`config.mk`:
```
export PLATFORM = sky130hd
export DESIGN_NAME = win_addr_seq
export DESIGN_NICKNAME = d
export VERILOG_FILES = /design/src/rtl/wseq_pkg.sv /design/src/rtl/wseq_cfg_latch.sv /design/src/rtl/wseq_axis.sv /design/src/rtl/wseq_pacer.sv /design/src/rtl/win_addr_seq.sv
export SDC_FILE = /design/constraint.sdc
export NUM_CORES = 1
export LEC_CHECK = 0
export BUFFER_PORTS_ARGS = -buffer_cell sky130_fd_sc_hd__clkbuf_2
export CAP_MARGIN = 0
export CORE_MARGIN = 2
export CORE_UTILIZATION = 41
export CTS_BUF_LIST = sky130_fd_sc_hd__clkbuf_4 sky130_fd_sc_hd__clkbuf_8 sky130_fd_sc_hd__clkbuf_16
export DETAILED_ROUTE_END_ITERATION = 8
export SLEW_MARGIN = 40
export SYNTH_ARGS = -nofsm -noshare
export SYNTH_HDL_FRONTEND = slang
export SYNTH_HIERARCHICAL = 1
export SYNTH_SLANG_ARGS = --single-unit
```
`constraint.sdc`:
```
create_clock -name clk -period 3.4 [get_ports clk]
set_input_delay 0.17 -clock clk [delete_from_list [all_inputs] [get_ports clk]]
set_output_delay 0.17 -clock clk [all_outputs]
set_load 0.05 [all_outputs]
```
`src/rtl/wseq_pkg.sv`:
```
package wseq_pkg;
  typedef struct packed {
    logic mir_row;
    logic mir_col;
    logic skip_row;
    logic skip_col;
    logic low_pwr;
  } wseq_mode_t;
endpackage

```
`src/rtl/wseq_cfg_latch.sv`:
```
module wseq_cfg_latch
  import wseq_pkg::*;
#(
  parameter int AW = 10
) (
  input  logic          clk,
  input  logic          rst_n,
  input  logic          load,
  input  logic [AW-1:0] row_start,
  input  logic [AW-1:0] row_size,
  input  logic [AW-1:0] col_start,
  input  logic [AW-1:0] col_size,
  input  logic          mirror_row,
  input  logic          mirror_col,
  input  logic          skip_row_a,
  input  logic          skip_col_a,
  input  logic          skip_row_b,
  input  logic          skip_col_b,
  input  logic          ctx_sel,
  input  logic          low_power,
  output logic [AW-1:0] row_start_q,
  output logic [AW-1:0] row_size_q,
  output logic [AW-1:0] col_start_q,
  output logic [AW-1:0] col_size_q,
  output wseq_mode_t    mode_q
);
  wseq_mode_t mode_d;

  always_comb begin
    mode_d.mir_row  = mirror_row;
    mode_d.mir_col  = mirror_col;
    mode_d.skip_row = ctx_sel ? skip_row_b : skip_row_a;
    mode_d.skip_col = ctx_sel ? skip_col_b : skip_col_a;
    mode_d.low_pwr  = low_power;
  end

  always_ff @(posedge clk or negedge rst_n) begin
    if (!rst_n) begin
      row_start_q <= '0;
      row_size_q  <= '0;
      col_start_q <= '0;
      col_size_q  <= '0;
      mode_q      <= '0;
    end else if (load) begin
      row_start_q <= row_start;
      row_size_q  <= row_size;
      col_start_q <= col_start;
      col_size_q  <= col_size;
      mode_q      <= mode_d;
    end
  end
endmodule

```
`src/rtl/wseq_axis.sv`:
```
module wseq_axis #(
  parameter int AW = 10
) (
  input  logic          clk,
  input  logic          rst_n,
  input  logic          load,
  input  logic          adv,
  input  logic [AW-1:0] start,
  input  logic [AW-1:0] size,
  input  logic          mirror,
  input  logic          skip,
  output logic [AW-1:0] addr,
  output logic          last
);
  localparam int KW = AW + 2;

  logic [KW-1:0] k_q, k_d, k_nxt;
  logic          k_en;
  logic [AW-1:0] k_lo;

  assign k_lo = k_q[AW-1:0];

  always_comb begin
    k_nxt = (skip && k_q[0]) ? k_q + KW'(3) : k_q + KW'(1);
    last  = (k_nxt >= KW'(size));
    addr  = mirror ? (start + size - k_lo) : (start + k_lo);
    k_en  = load | adv;
    if (load || last) k_d = '0;
    else              k_d = k_nxt;
  end

  always_ff @(posedge clk or negedge rst_n) begin
    if (!rst_n)    k_q <= '0;
    else if (k_en) k_q <= k_d;
  end
endmodule

```
`src/rtl/wseq_pacer.sv`:
```
module wseq_pacer (
  input  logic clk,
  input  logic rst_n,
  input  logic load,
  input  logic stop,
  input  logic lp_q,
  input  logic lp_in,
  output logic active,
  output logic valid
);
  logic act_q, act_d, ph_q, ph_d;

  always_comb begin
    act_d = act_q;
    if (load)      act_d = 1'b1;
    else if (stop) act_d = 1'b0;

    if (load)              ph_d = !(act_q && (lp_q || lp_in));
    else if (act_q && lp_q) ph_d = !ph_q;
    else                   ph_d = 1'b1;
  end

  always_ff @(posedge clk or negedge rst_n) begin
    if (!rst_n) begin
      act_q <= 1'b0;
      ph_q  <= 1'b1;
    end else begin
      act_q <= act_d;
      ph_q  <= ph_d;
    end
  end

  assign active = act_q;
  assign valid  = act_q & ph_q;
endmodule

```
`src/rtl/win_addr_seq.sv`:
```
module win_addr_seq
  import wseq_pkg::*;
#(
  parameter int AW = 10
) (
  input  logic          clk,
  input  logic          rst_n,
  input  logic          run,
  input  logic [AW-1:0] row_start,
  input  logic [AW-1:0] row_size,
  input  logic [AW-1:0] col_start,
  input  logic [AW-1:0] col_size,
  input  logic          mirror_row,
  input  logic          mirror_col,
  input  logic          skip_row_a,
  input  logic          skip_col_a,
  input  logic          skip_row_b,
  input  logic          skip_col_b,
  input  logic          ctx_sel,
  input  logic          low_power,
  output logic [AW-1:0] row_addr,
  output logic [AW-1:0] col_addr,
  output logic          addr_valid,
  output logic          row_end,
  output logic          frame_end
);
  logic [1:0]    rst_sync;
  logic          rst_i_n;
  logic [AW-1:0] row_start_q, row_size_q, col_start_q, col_size_q;
  wseq_mode_t    mode_q;
  logic          active, valid, load, stop;
  logic          col_last, row_last, frame_last, row_adv;

  // reset: asserted asynchronously, released on the clock
  always_ff @(posedge clk or negedge rst_n) begin
    if (!rst_n) rst_sync <= 2'b00;
    else        rst_sync <= {rst_sync[0], 1'b1};
  end
  assign rst_i_n = rst_sync[1];

  always_comb begin
    frame_last = col_last & row_last;
    load       = run & (!active | (valid & frame_last));
    stop       = valid & frame_last & !run;
    row_adv    = valid & col_last;
  end

  wseq_cfg_latch #(.AW(AW)) u_cfg (
    .clk(clk), .rst_n(rst_i_n), .load(load),
    .row_start(row_start), .row_size(row_size),
    .col_start(col_start), .col_size(col_size),
    .mirror_row(mirror_row), .mirror_col(mirror_col),
    .skip_row_a(skip_row_a), .skip_col_a(skip_col_a),
    .skip_row_b(skip_row_b), .skip_col_b(skip_col_b),
    .ctx_sel(ctx_sel), .low_power(low_power),
    .row_start_q(row_start_q), .row_size_q(row_size_q),
    .col_start_q(col_start_q), .col_size_q(col_size_q),
    .mode_q(mode_q)
  );

  wseq_axis #(.AW(AW)) u_col (
    .clk(clk), .rst_n(rst_i_n), .load(load), .adv(valid),
    .start(col_start_q), .size(col_size_q),
    .mirror(mode_q.mir_col), .skip(mode_q.skip_col),
    .addr(col_addr), .last(col_last)
  );

  wseq_axis #(.AW(AW)) u_row (
    .clk(clk), .rst_n(rst_i_n), .load(load), .adv(row_adv),
    .start(row_start_q), .size(row_size_q),
    .mirror(mode_q.mir_row), .skip(mode_q.skip_row),
    .addr(row_addr), .last(row_last)
  );

  wseq_pacer u_pace (
    .clk(clk), .rst_n(rst_i_n), .load(load), .stop(stop),
    .lp_q(mode_q.low_pwr), .lp_in(low_power),
    .active(active), .valid(valid)
  );

  assign addr_valid = valid;
  assign row_end    = valid & col_last;
  assign frame_end  = valid & frame_last;
endmodule

```
==> results of run 1 <==
cells by family after synthesis:
logic type | Yosys count | share of synthesized area [%]
and+or+nand+nor | 149 | 12.5
adders and majority gates | 98 | 21.4
other | 1 | 0.0576
AOI/OAI and AO/OA | 127 | 13.7
DFF | 73 | 28.1
xor gates and xnor gates | 44 | 5.92
muxes | 54 | 10.7
buffers and inverters | 121 | 7.69
how the worst min path moves through the flow:
stage | to | slack (ns)
detailed placement | rst_sync[0]$_DFF_PN0_ | -0.04
floorplan | rst_sync[0]$_DFF_PN0_ | -0.13
CTS | u_cfg/row_size_q[5]$_DFFE_PN0P_ | 0.04
global placement | rst_sync[0]$_DFF_PN0_ | -0.04
finish | u_cfg/row_size_q[5]$_DFFE_PN0P_ | 0.05
global route | u_cfg/row_size_q[5]$_DFFE_PN0P_ | 0.04
what timing repair did:
item	in CTS	in global routing
hold endpoints to repair	2	0
buffers inserted	15	16
pin swaps	31	34
gates cloned	0	2
gates resized for setup	65	62
setup endpoints to repair	73	81
hold buffers	1	0
cell type report:
cell class | count | area (sq um) | area share (%)
Tap cell | 216 | 270 | 3.08
Sequential cell | 73 | 1840 | 20.9
Timing Repair Buffer | 167 | 1280 | 14.6
Clock inverter | 5 | 61.3 | 0.700
Multi-Input combinational cell | 473 | 4650 | 53.1
Inverter | 109 | 409 | 4.67
Clock buffer | 11 | 253 | 2.88
cells in the final DEF (no fill, tap or decap), types with 5 or more instances in the layout:
master / synthesis / routed
sky130_fd_sc_hd__a21oi_1: 27 / 22
sky130_fd_sc_hd__nand4_1: 6 / 6
sky130_fd_sc_hd__nand2_1: 25 / 25
sky130_fd_sc_hd__a22o_1: 8 / 8
sky130_fd_sc_hd__nor2_1: 34 / 29
sky130_fd_sc_hd__xor2_1: 13 / 13
sky130_fd_sc_hd__nand2b_1: 8 / 8
sky130_fd_sc_hd__ha_1: 76 / 66
sky130_fd_sc_hd__mux2i_1: 8 / 8
sky130_fd_sc_hd__o21bai_1: 6 / 6
sky130_fd_sc_hd__a32o_1: 5 / 5
sky130_fd_sc_hd__fa_2: 0 / 5
sky130_fd_sc_hd__nor2b_1: 9 / 8
sky130_fd_sc_hd__inv_2: 1 / 6
sky130_fd_sc_hd__clkbuf_8: 0 / 6
sky130_fd_sc_hd__buf_4: 0 / 77
sky130_fd_sc_hd__and2_1: 10 / 8
sky130_fd_sc_hd__buf_6: 6 / 12
sky130_fd_sc_hd__fa_1: 22 / 17
sky130_fd_sc_hd__a21o_1: 6 / 6
sky130_fd_sc_hd__clkbuf_2: 0 / 64
sky130_fd_sc_hd__inv_1: 107 / 102
sky130_fd_sc_hd__ha_4: 0 / 8
sky130_fd_sc_hd__o21ai_1: 3 / 7
sky130_fd_sc_hd__clkbuf_16: 0 / 12
sky130_fd_sc_hd__dfrtp_1: 72 / 68
sky130_fd_sc_hd__xnor2_1: 31 / 28
sky130_fd_sc_hd__nor3_1: 11 / 9
sky130_fd_sc_hd__nand3_1: 14 / 13
sky130_fd_sc_hd__o21ai_0: 28 / 23
sky130_fd_sc_hd__mux2_4: 26 / 44
stage by stage:
step	cell area (sq um)	setup TNS, ns	worst slack [ns]	cells
5_1_grt	8760	-23.41	-0.402	1054
6_report	8760	-10.34	-0.222	1054
4_1_cts	8310	-11.12	-0.237	1036
3_5_place_dp	7600	-5.10	-0.276	1004
2_1_floorplan	6610	-2.78	-0.147	667
3_3_place_gp	7590	-1.39	-0.104	1004
worst max-delay path: cells and delay by family, from the launching register on:
| family | cells | cell delay [ns] |
|---|---|---|
| AO/OA/AOI/OAI | 5 | 0.89 |
| XOR/XNOR | 1 | 0.14 |
| adder cells (fa/ha/maj) | 2 | 0.51 |
| buffers and inverters | 4 | 0.56 |
| flip-flops | 1 | 0.35 |
| AND/OR/NAND/NOR | 7 | 1.05 |
per-layer routing:
metal	part of all wire [%]	track usage, %	up-vias	wire [um]
li1	-	-	2619	-
met1	43	23.2	2648	7130
met2	52	34.8	109	8600
met3	3.4	4.31	24	562
met4	1.7	5.76	0	280
met5	0	0	-	0
state kept, by name, indices dropped and copies added (netlist names):
name and count:
rst_sync 2, u_cfg/col_size_q 10, u_cfg/col_start_q 10, u_cfg/mode_q 5, u_cfg/row_size_q 10, u_cfg/row_start_q 10
u_col/k_q 12, u_pace/active 1, u_pace/ph_q 1, u_row/k_q 12
==> impl_metrics.prom, run 1 <==
# TYPE chip_impl_metric gauge
chip_impl_info{name="outcome",value="finished with violations"} 1
chip_impl_info{name="failed_checks",value="negative setup slack"} 1
chip_impl_info{name="hold_start",value="row_size[5]"} 1
chip_impl_metric{name="ant_nets",unit=""} 0
chip_impl_metric{name="hold-worst-slack",unit="ns"} 0.0483
chip_impl_metric{name="die_area",unit="sq um"} 16900
chip_impl_metric{name="final_core_utilization",unit="%"} 55.8
chip_impl_metric{name="cts.htree.levels",unit=""} 3
chip_impl_info{name="yosys-top-cells-area",value="sky130_fd_sc_hd__dfrtp_1 28%, sky130_fd_sc_hd__ha_1 15%, sky130_fd_sc_hd__fa_1 6.8%"} 1
chip_impl_metric{name="worst_clock_skew",unit="ns"} 0.00847
chip_impl_metric{name="wirelength",unit="um"} 16600
chip_impl_metric{name="final.period_utilization",unit="%"} 107
chip_impl_metric{name="postSynthCellCount",unit=""} 667
chip_impl_info{name="unrepaired_setup_endpoints_after_global_routing",value="yes"} 1
chip_impl_metric{name="mappedNetlistArea",unit="sq um"} 6510
chip_impl_metric{name="initial_antenna_violation_count",unit=""} 0
chip_impl_metric{name="remaining_drc_errors",unit=""} 0
chip_impl_metric{name="grt_first_pass_wirelength",unit="um"} 25700
chip_impl_metric{name="tightest_pin_transition",unit="ns"} 0.666
chip_impl_metric{name="timing.final.setup_violations",unit=""} 70
chip_impl_metric{name="crit_path_max_incr_delay",unit="ns"} 0.35
chip_impl_info{name="timing.critical_path.from",value="u_col/k_q[0]$_DFFE_PN0P_"} 1
chip_impl_info{name="crit-reg2reg-capture",value="u_col/k_q[5]$_DFFE_PN0P_"} 1
chip_impl_metric{name="via_count",unit=""} 5400
chip_impl_metric{name="postSynthAreaPerCell",unit="sq um"} 9.76
chip_impl_metric{name="area_delta_synth_final",unit="%"} 34.6
chip_impl_metric{name="clk_path_buf_depth",unit=""} 2
chip_impl_info{name="post_synth_most_frequent_cells",value="107 x sky130_fd_sc_hd__inv_1, 76 x sky130_fd_sc_hd__ha_1, 72 x sky130_fd_sc_hd__dfrtp_1"} 1
chip_impl_metric{name="hold-path-cell-count",unit=""} 2
chip_impl_metric{name="number_of_cells_traversed_by_the_worst_register_to_register_path",unit=""} 19
chip_impl_metric{name="final_weighted_congestion_in_routability_driven_placement",unit=""} 0.904
chip_impl_metric{name="share_of_layout_cells_above_drive_strength_1",unit="%"} 36.8
chip_impl_metric{name="synth-edff-count",unit=""} 0
chip_impl_metric{name="total_nets_after_synthesis",unit=""} 816
chip_impl_metric{name="relSlewSlack",unit="%"} 55.6
chip_impl_metric{name="fin_ws",unit="ns"} -0.222
chip_impl_info{name="setup.worst_path.end_class",value="flop"} 1
chip_impl_metric{name="cts_made_buffers",unit=""} 9
chip_impl_metric{name="seq_area_frac_synth",unit="%"} 28.1
chip_impl_metric{name="finalMaxSlewViolations",unit=""} 0
chip_impl_metric{name="dp_hpwl",unit="um"} 12400
chip_impl_metric{name="grt_remaining_overflow",unit=""} 0
chip_impl_metric{name="placementRows",unit=""} 46
chip_impl_metric{name="die_height",unit="um"} 130
chip_impl_metric{name="async_flop_share",unit="%"} 100
chip_impl_metric{name="sink_count",unit=""} 73
chip_impl_metric{name="clk-insertion-delay-late",unit="ns"} 0.35
chip_impl_metric{name="die_span_x",unit="um"} 130
chip_impl_metric{name="avgViaCountPerCell",unit=""} 5.12
chip_impl_info{name="synth_top_area_cell",value="sky130_fd_sc_hd__dfrtp_1"} 1
chip_impl_info{name="worst_setup_path_start_kind",value="flop"} 1
chip_impl_metric{name="grt_pass1_vias",unit=""} 5270
chip_impl_info{name="r2r-start",value="u_col/k_q[0]$_DFFE_PN0P_"} 1
chip_impl_info{name="synth_most_common_cell",value="sky130_fd_sc_hd__inv_1"} 1
chip_impl_metric{name="synth-seq-cells",unit=""} 73
chip_impl_metric{name="fp.coreArea",unit="sq um"} 15700
chip_impl_metric{name="initial_cell_density_of_the_core",unit="%"} 41.4
chip_impl_metric{name="crit_path_max_fanout",unit=""} 6
chip_impl_metric{name="routed_wire_per_std_cell",unit="um"} 15.7
chip_impl_metric{name="crit_required",unit="ns"} 3.64
chip_impl_metric{name="io_buffer_count",unit=""} 73
chip_impl_metric{name="maxCapViolations",unit=""} 0
chip_impl_info{name="hold_path.class",value="in2reg"} 1
chip_impl_metric{name="synthesis.yosys.warnings",unit=""} 6
chip_impl_metric{name="synth_cell_type_count",unit=""} 74
chip_impl_info{name="setup.worst_path.class",value="reg2reg"} 1
chip_impl_info{name="critical_path.endpoint",value="u_col/k_q[5]$_DFFE_PN0P_"} 1
chip_impl_metric{name="worst_setup_hold_path_clk_slew",unit="ns"} 0.06
chip_impl_metric{name="largest_net_degree_at_the_start_of_global_routing",unit=""} 48
chip_impl_info{name="worst_path_most_repeated_cell",value="sky130_fd_sc_hd__nand4_1"} 1
chip_impl_info{name="root_buffer",value="sky130_fd_sc_hd__clkbuf_16"} 1
chip_impl_metric{name="insertedDiodeCount",unit=""} 0
chip_impl_metric{name="finalNetCount",unit=""} 982
chip_impl_metric{name="first_pass_iters",unit=""} 4
chip_impl_metric{name="n_fill_cell",unit=""} 1389
chip_impl_info{name="ys.flop_type",value="sky130_fd_sc_hd__dfrtp_1"} 1
chip_impl_metric{name="synth_largest_type_area_fraction",unit="%"} 27.7
chip_impl_metric{name="achievable-frequency",unit="MHz"} 276
chip_impl_metric{name="grt_util_all_layers",unit="%"} 19.4
chip_impl_info{name="critical_path.cell_chain",value="and2_4, fa_2, nand4_1, buf_4, or3_4, xnor2_2, ha_1, nand4_1, nor3_2, a221oi_2, o21a_2, inv_2, nand3_4, a21boi_4, buf_12, buf_6, nor2b_4, a32o_1, a31o_1"} 1
chip_impl_info{name="cts_tree",value="built"} 1
chip_impl_metric{name="min_period",unit="ns"} 3.62
chip_impl_metric{name="detail_route.iter0.violations",unit=""} 226
chip_impl_metric{name="rrSetupSlack",unit="ns"} -0.22
chip_impl_metric{name="hold_viol_final",unit=""} 0
chip_impl_metric{name="ios",unit=""} 74
chip_impl_info{name="cpMaxStageDelayCell",value="sky130_fd_sc_hd__dfrtp_2"} 1
chip_impl_metric{name="timing.critical_path.arrival",unit="ns"} 3.86
Power of run 1 is left out: the tool's default activity adds up to more than one toggle a clock period on the data nets, which glitch-free logic cannot reach.
==> inputs of run 2 (changes only) <==
Settings changed: CORE_UTILIZATION 41 to 60, PLACE_DENSITY set to 0.82.
==> run 2 against run 1 <==
  * First-iteration DRC count rose by 120%
  * Clock skew rose by 0.0070 ns
  * Sequential cell count did not move
  * Critical path type unchanged
  * Via count rose by 11%
  * The flow still finishes with violations (negative setup slack)
  * Global-route usage rose by 10 points
  * Die area fell by 31%
  * Highest routed layer unchanged
  * Hold slack got worse by 0.016 ns
  * Final cell count fell by 6.4%
  * Utilization rose by 24 points
  * Critical path depth fell by 1
  * Sequential share of layout area rose by 0.54 points
  * Non-clock buffer count rose by 6
==> impl_metrics.prom, run 2 (synthesis results as in run 1) <==
# TYPE chip_impl_metric gauge
chip_impl_info{name="outcome",value="finished with violations"} 1
chip_impl_info{name="failed_checks",value="negative setup slack"} 1
chip_impl_info{name="reg.largest.list",value="u_col/k_q (12), u_row/k_q (12)"} 1
chip_impl_metric{name="grt_pass1_vias",unit=""} 5749
chip_impl_metric{name="crit_required",unit="ns"} 3.68
chip_impl_info{name="layout.cells.most_common",value="sky130_fd_sc_hd__inv_1"} 1
chip_impl_metric{name="relSlewSlack",unit="%"} 55.5
chip_impl_metric{name="achievable-frequency",unit="MHz"} 257
chip_impl_metric{name="ant_nets",unit=""} 0
chip_impl_metric{name="setup_total_negative_slack",unit="ns"} -21.74
chip_impl_metric{name="die_area",unit="sq um"} 11700
chip_impl_metric{name="cell_area_after_layout",unit="sq um"} 8540
chip_impl_metric{name="maxCapViolations",unit=""} 0
chip_impl_metric{name="fp.coreArea",unit="sq um"} 10700
chip_impl_metric{name="placed_area",unit="sq um"} 7520
chip_impl_metric{name="fin_ws",unit="ns"} -0.495
chip_impl_metric{name="wirelength",unit="um"} 19200
chip_impl_metric{name="finalMaxSlewViolations",unit=""} 0
chip_impl_info{name="layout_common_cells",value="104 x sky130_fd_sc_hd__inv_1, 88 x sky130_fd_sc_hd__buf_4, 67 x sky130_fd_sc_hd__dfrtp_1, 65 x sky130_fd_sc_hd__ha_1, 63 x sky130_fd_sc_hd__clkbuf_2"} 1
chip_impl_metric{name="timing.final.setup_violations",unit=""} 74
chip_impl_metric{name="crit_path_max_fanout",unit=""} 5
chip_impl_metric{name="die_height",unit="um"} 108
chip_impl_metric{name="tightest_pin_transition",unit="ns"} 0.662
chip_impl_metric{name="hold-path-cell-count",unit=""} 2
chip_impl_metric{name="avgViaCountPerCell",unit=""} 6.05
chip_impl_metric{name="hold-worst-slack",unit="ns"} 0.0318
chip_impl_metric{name="initial_antenna_violation_count",unit=""} 0
chip_impl_info{name="unrepaired_setup_endpoints_after_global_routing",value="yes"} 1
chip_impl_metric{name="final_core_utilization",unit="%"} 79.8
chip_impl_metric{name="grt_remaining_overflow",unit=""} 0
chip_impl_metric{name="worst_clock_skew",unit="ns"} 0.0155
chip_impl_info{name="root_buffer",value="sky130_fd_sc_hd__clkbuf_8"} 1
chip_impl_metric{name="clk-insertion-delay-late",unit="ns"} 0.36
chip_impl_metric{name="io_buffer_count",unit=""} 73
chip_impl_metric{name="die_span_x",unit="um"} 108
chip_impl_metric{name="number_of_cells_traversed_by_the_worst_register_to_register_path",unit=""} 18
chip_impl_info{name="setup.worst_path.end_class",value="flop"} 1
chip_impl_metric{name="cts_made_buffers",unit=""} 9
chip_impl_metric{name="final.period_utilization",unit="%"} 115
chip_impl_metric{name="detail_route.iter0.violations",unit=""} 486
chip_impl_metric{name="routed_wire_per_std_cell",unit="um"} 19.5
chip_impl_metric{name="first_pass_iters",unit=""} 6
chip_impl_info{name="hold_path.class",value="in2reg"} 1
chip_impl_metric{name="worst_setup_hold_path_clk_slew",unit="ns"} 0.09
chip_impl_metric{name="largest_net_degree_at_the_start_of_global_routing",unit=""} 48
chip_impl_metric{name="insertedDiodeCount",unit=""} 0
chip_impl_metric{name="clk_path_buf_depth",unit=""} 2
chip_impl_metric{name="via_count",unit=""} 5969
chip_impl_metric{name="ios",unit=""} 74
chip_impl_metric{name="grt_util_all_layers",unit="%"} 29.4
chip_impl_info{name="setup.worst_path.class",value="reg2reg"} 1
chip_impl_metric{name="cts.htree.levels",unit=""} 3
chip_impl_metric{name="dp_hpwl",unit="um"} 12300
chip_impl_metric{name="min_period",unit="ns"} 3.89
chip_impl_metric{name="timing.critical_path.arrival",unit="ns"} 4.17
chip_impl_metric{name="area_delta_synth_final",unit="%"} 31.2
chip_impl_metric{name="initial_cell_density_of_the_core",unit="%"} 60.8
chip_impl_metric{name="grt_first_pass_wirelength",unit="um"} 27000
chip_impl_metric{name="final_weighted_congestion_in_routability_driven_placement",unit=""} 0.891
chip_impl_info{name="cts_tree",value="built"} 1
chip_impl_metric{name="sink_count",unit=""} 73
chip_impl_info{name="worst_setup_path_start_kind",value="flop"} 1
chip_impl_metric{name="finalNetCount",unit=""} 991
chip_impl_metric{name="placementRows",unit=""} 38
chip_impl_metric{name="remaining_drc_errors",unit=""} 0
chip_impl_metric{name="share_of_layout_cells_above_drive_strength_1",unit="%"} 36.8
chip_impl_metric{name="n_fill_cell",unit=""} 611
chip_impl_metric{name="hold_viol_final",unit=""} 0
[run 2: cell types whose count changed in the layout (fill, tap and decap cells not counted), moves of 2 or more]
cell | before | now
sky130_fd_sc_hd__nor2_2 | 2 | 4
sky130_fd_sc_hd__inv_2 | 6 | 4
sky130_fd_sc_hd__clkbuf_8 | 6 | 15
sky130_fd_sc_hd__inv_1 | 102 | 104
sky130_fd_sc_hd__buf_4 | 77 | 88
sky130_fd_sc_hd__mux2_4 | 44 | 35
sky130_fd_sc_hd__o21ai_1 | 7 | 9
sky130_fd_sc_hd__nor2b_2 | 0 | 2
sky130_fd_sc_hd__clkbuf_16 | 12 | 2
sky130_fd_sc_hd__mux2_2 | 2 | 11
sky130_fd_sc_hd__dfrtp_2 | 3 | 5
sky130_fd_sc_hd__buf_6 | 12 | 8
[run 2: area by class of cell]
cell class              count  area, sq um  area share [%]
well taps                 140          175            2.05
clock buffers              10          138            1.61
clock inverters             6         90.1            1.06
repair buffers            173         1290            15.1
flip-flops and latches     73         1830            21.5
multi-input cells         476         4600            53.9
inverters                 109          409            4.79
[run 2: through the flow]
step | worst slack (ns) | instances
after floorplan | -0.147 | 667
after global placement | -0.105 | 931
after detailed placement | -0.374 | 931
after CTS | -0.266 | 969
after global routing | -0.555 | 987
final | -0.495 | 987
[run 2: timing repair]
item	CTS	global route
cloned	2	2
pin swaps	29	30
setup endpoints to repair	78	82
buffers inserted	21	17
gates resized for setup	47	56
hold endpoints to repair	2	0
hold buffers	1	0
[run 2: per-layer routing]
metal	vias to the layer above	wire length (um)	global-route usage, %
met5	-	0	0
met4	0	1010	13.1
met3	113	1100	4.58
met2	301	9800	54.2
met1	2919	7310	33.4
li1	2636	-	-
[run 2: final timing paths]
check / start / to / slack, ns
min in group asynchronous: rst_n / rst_sync[0]$_DFF_PN0_ / 0.14
setup reg to reg: u_row/k_q[0]$_DFFE_PN0P_ / u_row/k_q[2]$_DFFE_PN0P_ / -0.49
hold / removal: row_start[0] / u_cfg/row_start_q[0]$_DFFE_PN0P_ / 0.03
max in group asynchronous: rst_sync[1]$_DFF_PN0_ / u_col/k_q[0]$_DFFE_PN0P_ / 2.11
setup / recovery: u_row/k_q[0]$_DFFE_PN0P_ / u_row/k_q[2]$_DFFE_PN0P_ / -0.49
hold reg to reg: rst_sync[1]$_DFF_PN0_ / u_cfg/col_size_q[5]$_DFFE_PN0P_ / 0.24
[run 2: worst max-delay path, stage by stage, from the launching register on]
cell,delay [ns]
sky130_fd_sc_hd__dfrtp_2,0.42
sky130_fd_sc_hd__and2_4,0.15
sky130_fd_sc_hd__buf_4,0.13
sky130_fd_sc_hd__fa_2,0.36
sky130_fd_sc_hd__and4_1,0.18
sky130_fd_sc_hd__nand2_1,0.08
sky130_fd_sc_hd__xnor2_1,0.15
sky130_fd_sc_hd__ha_1,0.31
sky130_fd_sc_hd__a21oi_1,0.24
sky130_fd_sc_hd__o21ai_1,0.12
sky130_fd_sc_hd__o2111a_2,0.31
sky130_fd_sc_hd__or2_4,0.25
sky130_fd_sc_hd__nand3_4,0.11
sky130_fd_sc_hd__a21boi_4,0.08
sky130_fd_sc_hd__buf_12,0.15
sky130_fd_sc_hd__buf_6,0.12
sky130_fd_sc_hd__or3_1,0.31
sky130_fd_sc_hd__a211o_1,0.27
sky130_fd_sc_hd__o31ai_1,0.06
Power of run 2 is left out for the same reason.
==> inputs of run 3 (changes only) <==
==> constraint.sdc (replaced) <==
create_clock -name clk -period 3.6 [get_ports clk]
set_input_delay 0.18 -clock clk [delete_from_list [all_inputs] [get_ports clk]]
set_output_delay 0.18 -clock clk [all_outputs]
set_load 0.01 [all_outputs]
==> run 3 against run 2 <==
  * Largest cell class unchanged
  * Critical endpoint unchanged
  * Setup slack better by 0.43 ns
  * Register-to-register slack better by 0.43 ns
  * The flow still finishes with violations (negative setup slack)
  * Final area down 8.1%
  * Via count down 6.4%
  * Critical path depth down 4
==> impl_metrics.prom, run 3 (synthesis results as in run 1) <==
# TYPE chip_impl_metric gauge
chip_impl_info{name="outcome",value="finished with violations"} 1
chip_impl_info{name="failed_checks",value="negative setup slack"} 1
chip_impl_metric{name="finalNetCount",unit=""} 944
chip_impl_metric{name="placementRows",unit=""} 38
chip_impl_metric{name="rrSetupSlack",unit="ns"} -0.06
chip_impl_metric{name="final_core_utilization",unit="%"} 73.4
chip_impl_metric{name="maxCapViolations",unit=""} 0
chip_impl_info{name="unrepaired_setup_endpoints_after_global_routing",value="yes"} 1
chip_impl_metric{name="number_of_cells_traversed_by_the_worst_register_to_register_path",unit=""} 14
chip_impl_metric{name="via_count",unit=""} 5585
chip_impl_metric{name="insertedDiodeCount",unit=""} 0
chip_impl_metric{name="largest_net_degree_at_the_start_of_global_routing",unit=""} 38
chip_impl_info{name="hold_start",value="row_start[2]"} 1
chip_impl_metric{name="hold_viol_final",unit=""} 0
chip_impl_metric{name="relSlewSlack",unit="%"} 62.9
chip_impl_info{name="worst_setup_path_start_kind",value="flop"} 1
chip_impl_metric{name="io_buffer_count",unit=""} 73
chip_impl_info{name="setup.worst_path.end_class",value="flop"} 1
chip_impl_metric{name="crit_required",unit="ns"} 3.85
chip_impl_metric{name="timing.critical_path.arrival",unit="ns"} 3.92
chip_impl_metric{name="final.period_utilization",unit="%"} 102
chip_impl_info{name="reg.largest.list",value="u_col/k_q (12), u_row/k_q (12)"} 1
chip_impl_metric{name="clk-insertion-delay-late",unit="ns"} 0.36
chip_impl_metric{name="setup_total_negative_slack",unit="ns"} -0.521
chip_impl_metric{name="placed_area",unit="sq um"} 7270
chip_impl_metric{name="min_period",unit="ns"} 3.66
chip_impl_metric{name="sink_count",unit=""} 73
chip_impl_metric{name="initial_antenna_violation_count",unit=""} 0
chip_impl_metric{name="ios",unit=""} 74
chip_impl_metric{name="achievable-frequency",unit="MHz"} 273
chip_impl_metric{name="grt_first_pass_wirelength",unit="um"} 26000
chip_impl_metric{name="routed_wire_per_std_cell",unit="um"} 18.4
chip_impl_metric{name="wirelength",unit="um"} 17300
chip_impl_metric{name="share_of_layout_cells_above_drive_strength_1",unit="%"} 30.6
chip_impl_metric{name="avgViaCountPerCell",unit=""} 5.94
chip_impl_metric{name="area_delta_synth_final",unit="%"} 20.6
chip_impl_info{name="layout_common_cells",value="107 x sky130_fd_sc_hd__inv_1, 72 x sky130_fd_sc_hd__clkbuf_2, 72 x sky130_fd_sc_hd__ha_1, 68 x sky130_fd_sc_hd__dfrtp_1, 44 x sky130_fd_sc_hd__buf_4"} 1
chip_impl_metric{name="crit_path_max_fanout",unit=""} 4
chip_impl_info{name="hold_path.class",value="in2reg"} 1
chip_impl_metric{name="remaining_drc_errors",unit=""} 0
chip_impl_metric{name="tightest_pin_transition",unit="ns"} 0.557
chip_impl_metric{name="die_area",unit="sq um"} 11700
chip_impl_metric{name="grt_util_all_layers",unit="%"} 28.3
chip_impl_metric{name="fp.coreArea",unit="sq um"} 10700
chip_impl_metric{name="cell_area_after_layout",unit="sq um"} 7850
chip_impl_metric{name="first_pass_iters",unit=""} 5
chip_impl_metric{name="grt_pass1_vias",unit=""} 5455
chip_impl_info{name="setup.worst_path.class",value="reg2reg"} 1
chip_impl_metric{name="detail_route.iter0.violations",unit=""} 682
chip_impl_metric{name="timing.final.setup_violations",unit=""} 25
chip_impl_metric{name="clk_path_buf_depth",unit=""} 2
chip_impl_metric{name="grt_remaining_overflow",unit=""} 0
chip_impl_metric{name="die_height",unit="um"} 108
chip_impl_metric{name="ant_nets",unit=""} 0
chip_impl_metric{name="finalMaxSlewViolations",unit=""} 0
chip_impl_metric{name="hold-worst-slack",unit="ns"} 0.0461
chip_impl_metric{name="n_fill_cell",unit=""} 715
chip_impl_info{name="layout.cells.most_common",value="sky130_fd_sc_hd__inv_1"} 1
chip_impl_info{name="crit-reg2reg-capture",value="u_row/k_q[2]$_DFFE_PN0P_"} 1
chip_impl_info{name="r2r-start",value="u_row/k_q[0]$_DFFE_PN0P_"} 1
chip_impl_metric{name="fin_ws",unit="ns"} -0.0628
chip_impl_metric{name="hold-path-cell-count",unit=""} 2
chip_impl_metric{name="cts_made_buffers",unit=""} 9
chip_impl_info{name="hold_end",value="u_cfg/row_start_q[2]$_DFFE_PN0P_"} 1
chip_impl_metric{name="worst_setup_hold_path_clk_slew",unit="ns"} 0.09
chip_impl_info{name="cts_tree",value="built"} 1
chip_impl_metric{name="initial_cell_density_of_the_core",unit="%"} 60.8
chip_impl_metric{name="dp_hpwl",unit="um"} 11800
chip_impl_metric{name="worst_clock_skew",unit="ns"} 0.0122
chip_impl_metric{name="final_weighted_congestion_in_routability_driven_placement",unit=""} 0.923
chip_impl_info{name="root_buffer",value="sky130_fd_sc_hd__clkbuf_8"} 1
chip_impl_metric{name="cts.htree.levels",unit=""} 3
chip_impl_metric{name="die_span_x",unit="um"} 108
## run 3: repair_timing
item	CTS	global route
hold endpoints to repair	2	0
hold buffers	1	0
setup endpoints to repair	62	75
pin swaps	5	25
resized for setup	16	37
buffers inserted	4	14
cloned	1	1
## run 3: stage by stage
stage / instances / worst slack, ns
after floorplan: 667 / 0.000766
after global placement: 904 / 0.0289
final: 940 / -0.0628
after CTS: 926 / 0.00315
after global routing: 940 / -0.197
after detailed placement: 904 / -0.162
## run 3: critical path, stage by stage, from the launching register on
cell and delay, ns:
sky130_fd_sc_hd__dfrtp_2 0.41, sky130_fd_sc_hd__buf_4 0.14, sky130_fd_sc_hd__fa_1 0.46, sky130_fd_sc_hd__and3_1 0.23, sky130_fd_sc_hd__xnor2_1 0.20, sky130_fd_sc_hd__ha_1 0.30, sky130_fd_sc_hd__a211oi_2 0.21, sky130_fd_sc_hd__o21ai_1 0.10
sky130_fd_sc_hd__o2111a_2 0.29, sky130_fd_sc_hd__or2_4 0.26, sky130_fd_sc_hd__nand3_4 0.12, sky130_fd_sc_hd__a21boi_4 0.09, sky130_fd_sc_hd__or3_1 0.34, sky130_fd_sc_hd__a211o_1 0.32, sky130_fd_sc_hd__o31ai_1 0.08
## run 3: worst max path at each step
stage                                to  cells past startpoint                   startpoint  slack, ns
5_1_grt        u_row/k_q[0]$_DFFE_PN0P_                     18  u_cfg/mode_q[1]$_DFFE_PN0P_      -0.20
3_3_place_gp   u_row/k_q[8]$_DFFE_PN0P_                     17     u_col/k_q[0]$_DFFE_PN0P_       0.03
4_1_cts                         row_end                     15     u_col/k_q[0]$_DFFE_PN0P_      0.003
6_report       u_row/k_q[2]$_DFFE_PN0P_                     14     u_row/k_q[0]$_DFFE_PN0P_      -0.06
2_1_floorplan  u_row/k_q[2]$_DFFE_PN0P_                     17     u_row/k_q[0]$_DFFE_PN0P_     0.0008
3_5_place_dp   u_row/k_q[3]$_DFFE_PN0P_                     16     u_row/k_q[0]$_DFFE_PN0P_      -0.16
## run 3: layer usage
layer | share of wire (%) | track usage, % | vias to the layer above
li1 | - | - | 2545
met1 | 43 | 38.1 | 2696
met2 | 48 | 47.7 | 285
met3 | 6.7 | 4.34 | 59
met4 | 2.9 | 7.42 | 0
met5 | 0 | 0 | -
## run 3: area by class of cell
cell class / count / area (sq um) / area share (%)
Multi-Input combinational cell: 474 / 4420 / 56.3
Sequential cell: 73 / 1840 / 23.4
Timing Repair Buffer: 128 / 837 / 10.7
Inverter: 109 / 409 / 5.21
Tap cell: 140 / 175 / 2.23
Clock buffer: 11 / 145 / 1.85
Clock inverter: 5 / 31.3 / 0.399
Power of run 3 is left out for the same reason.
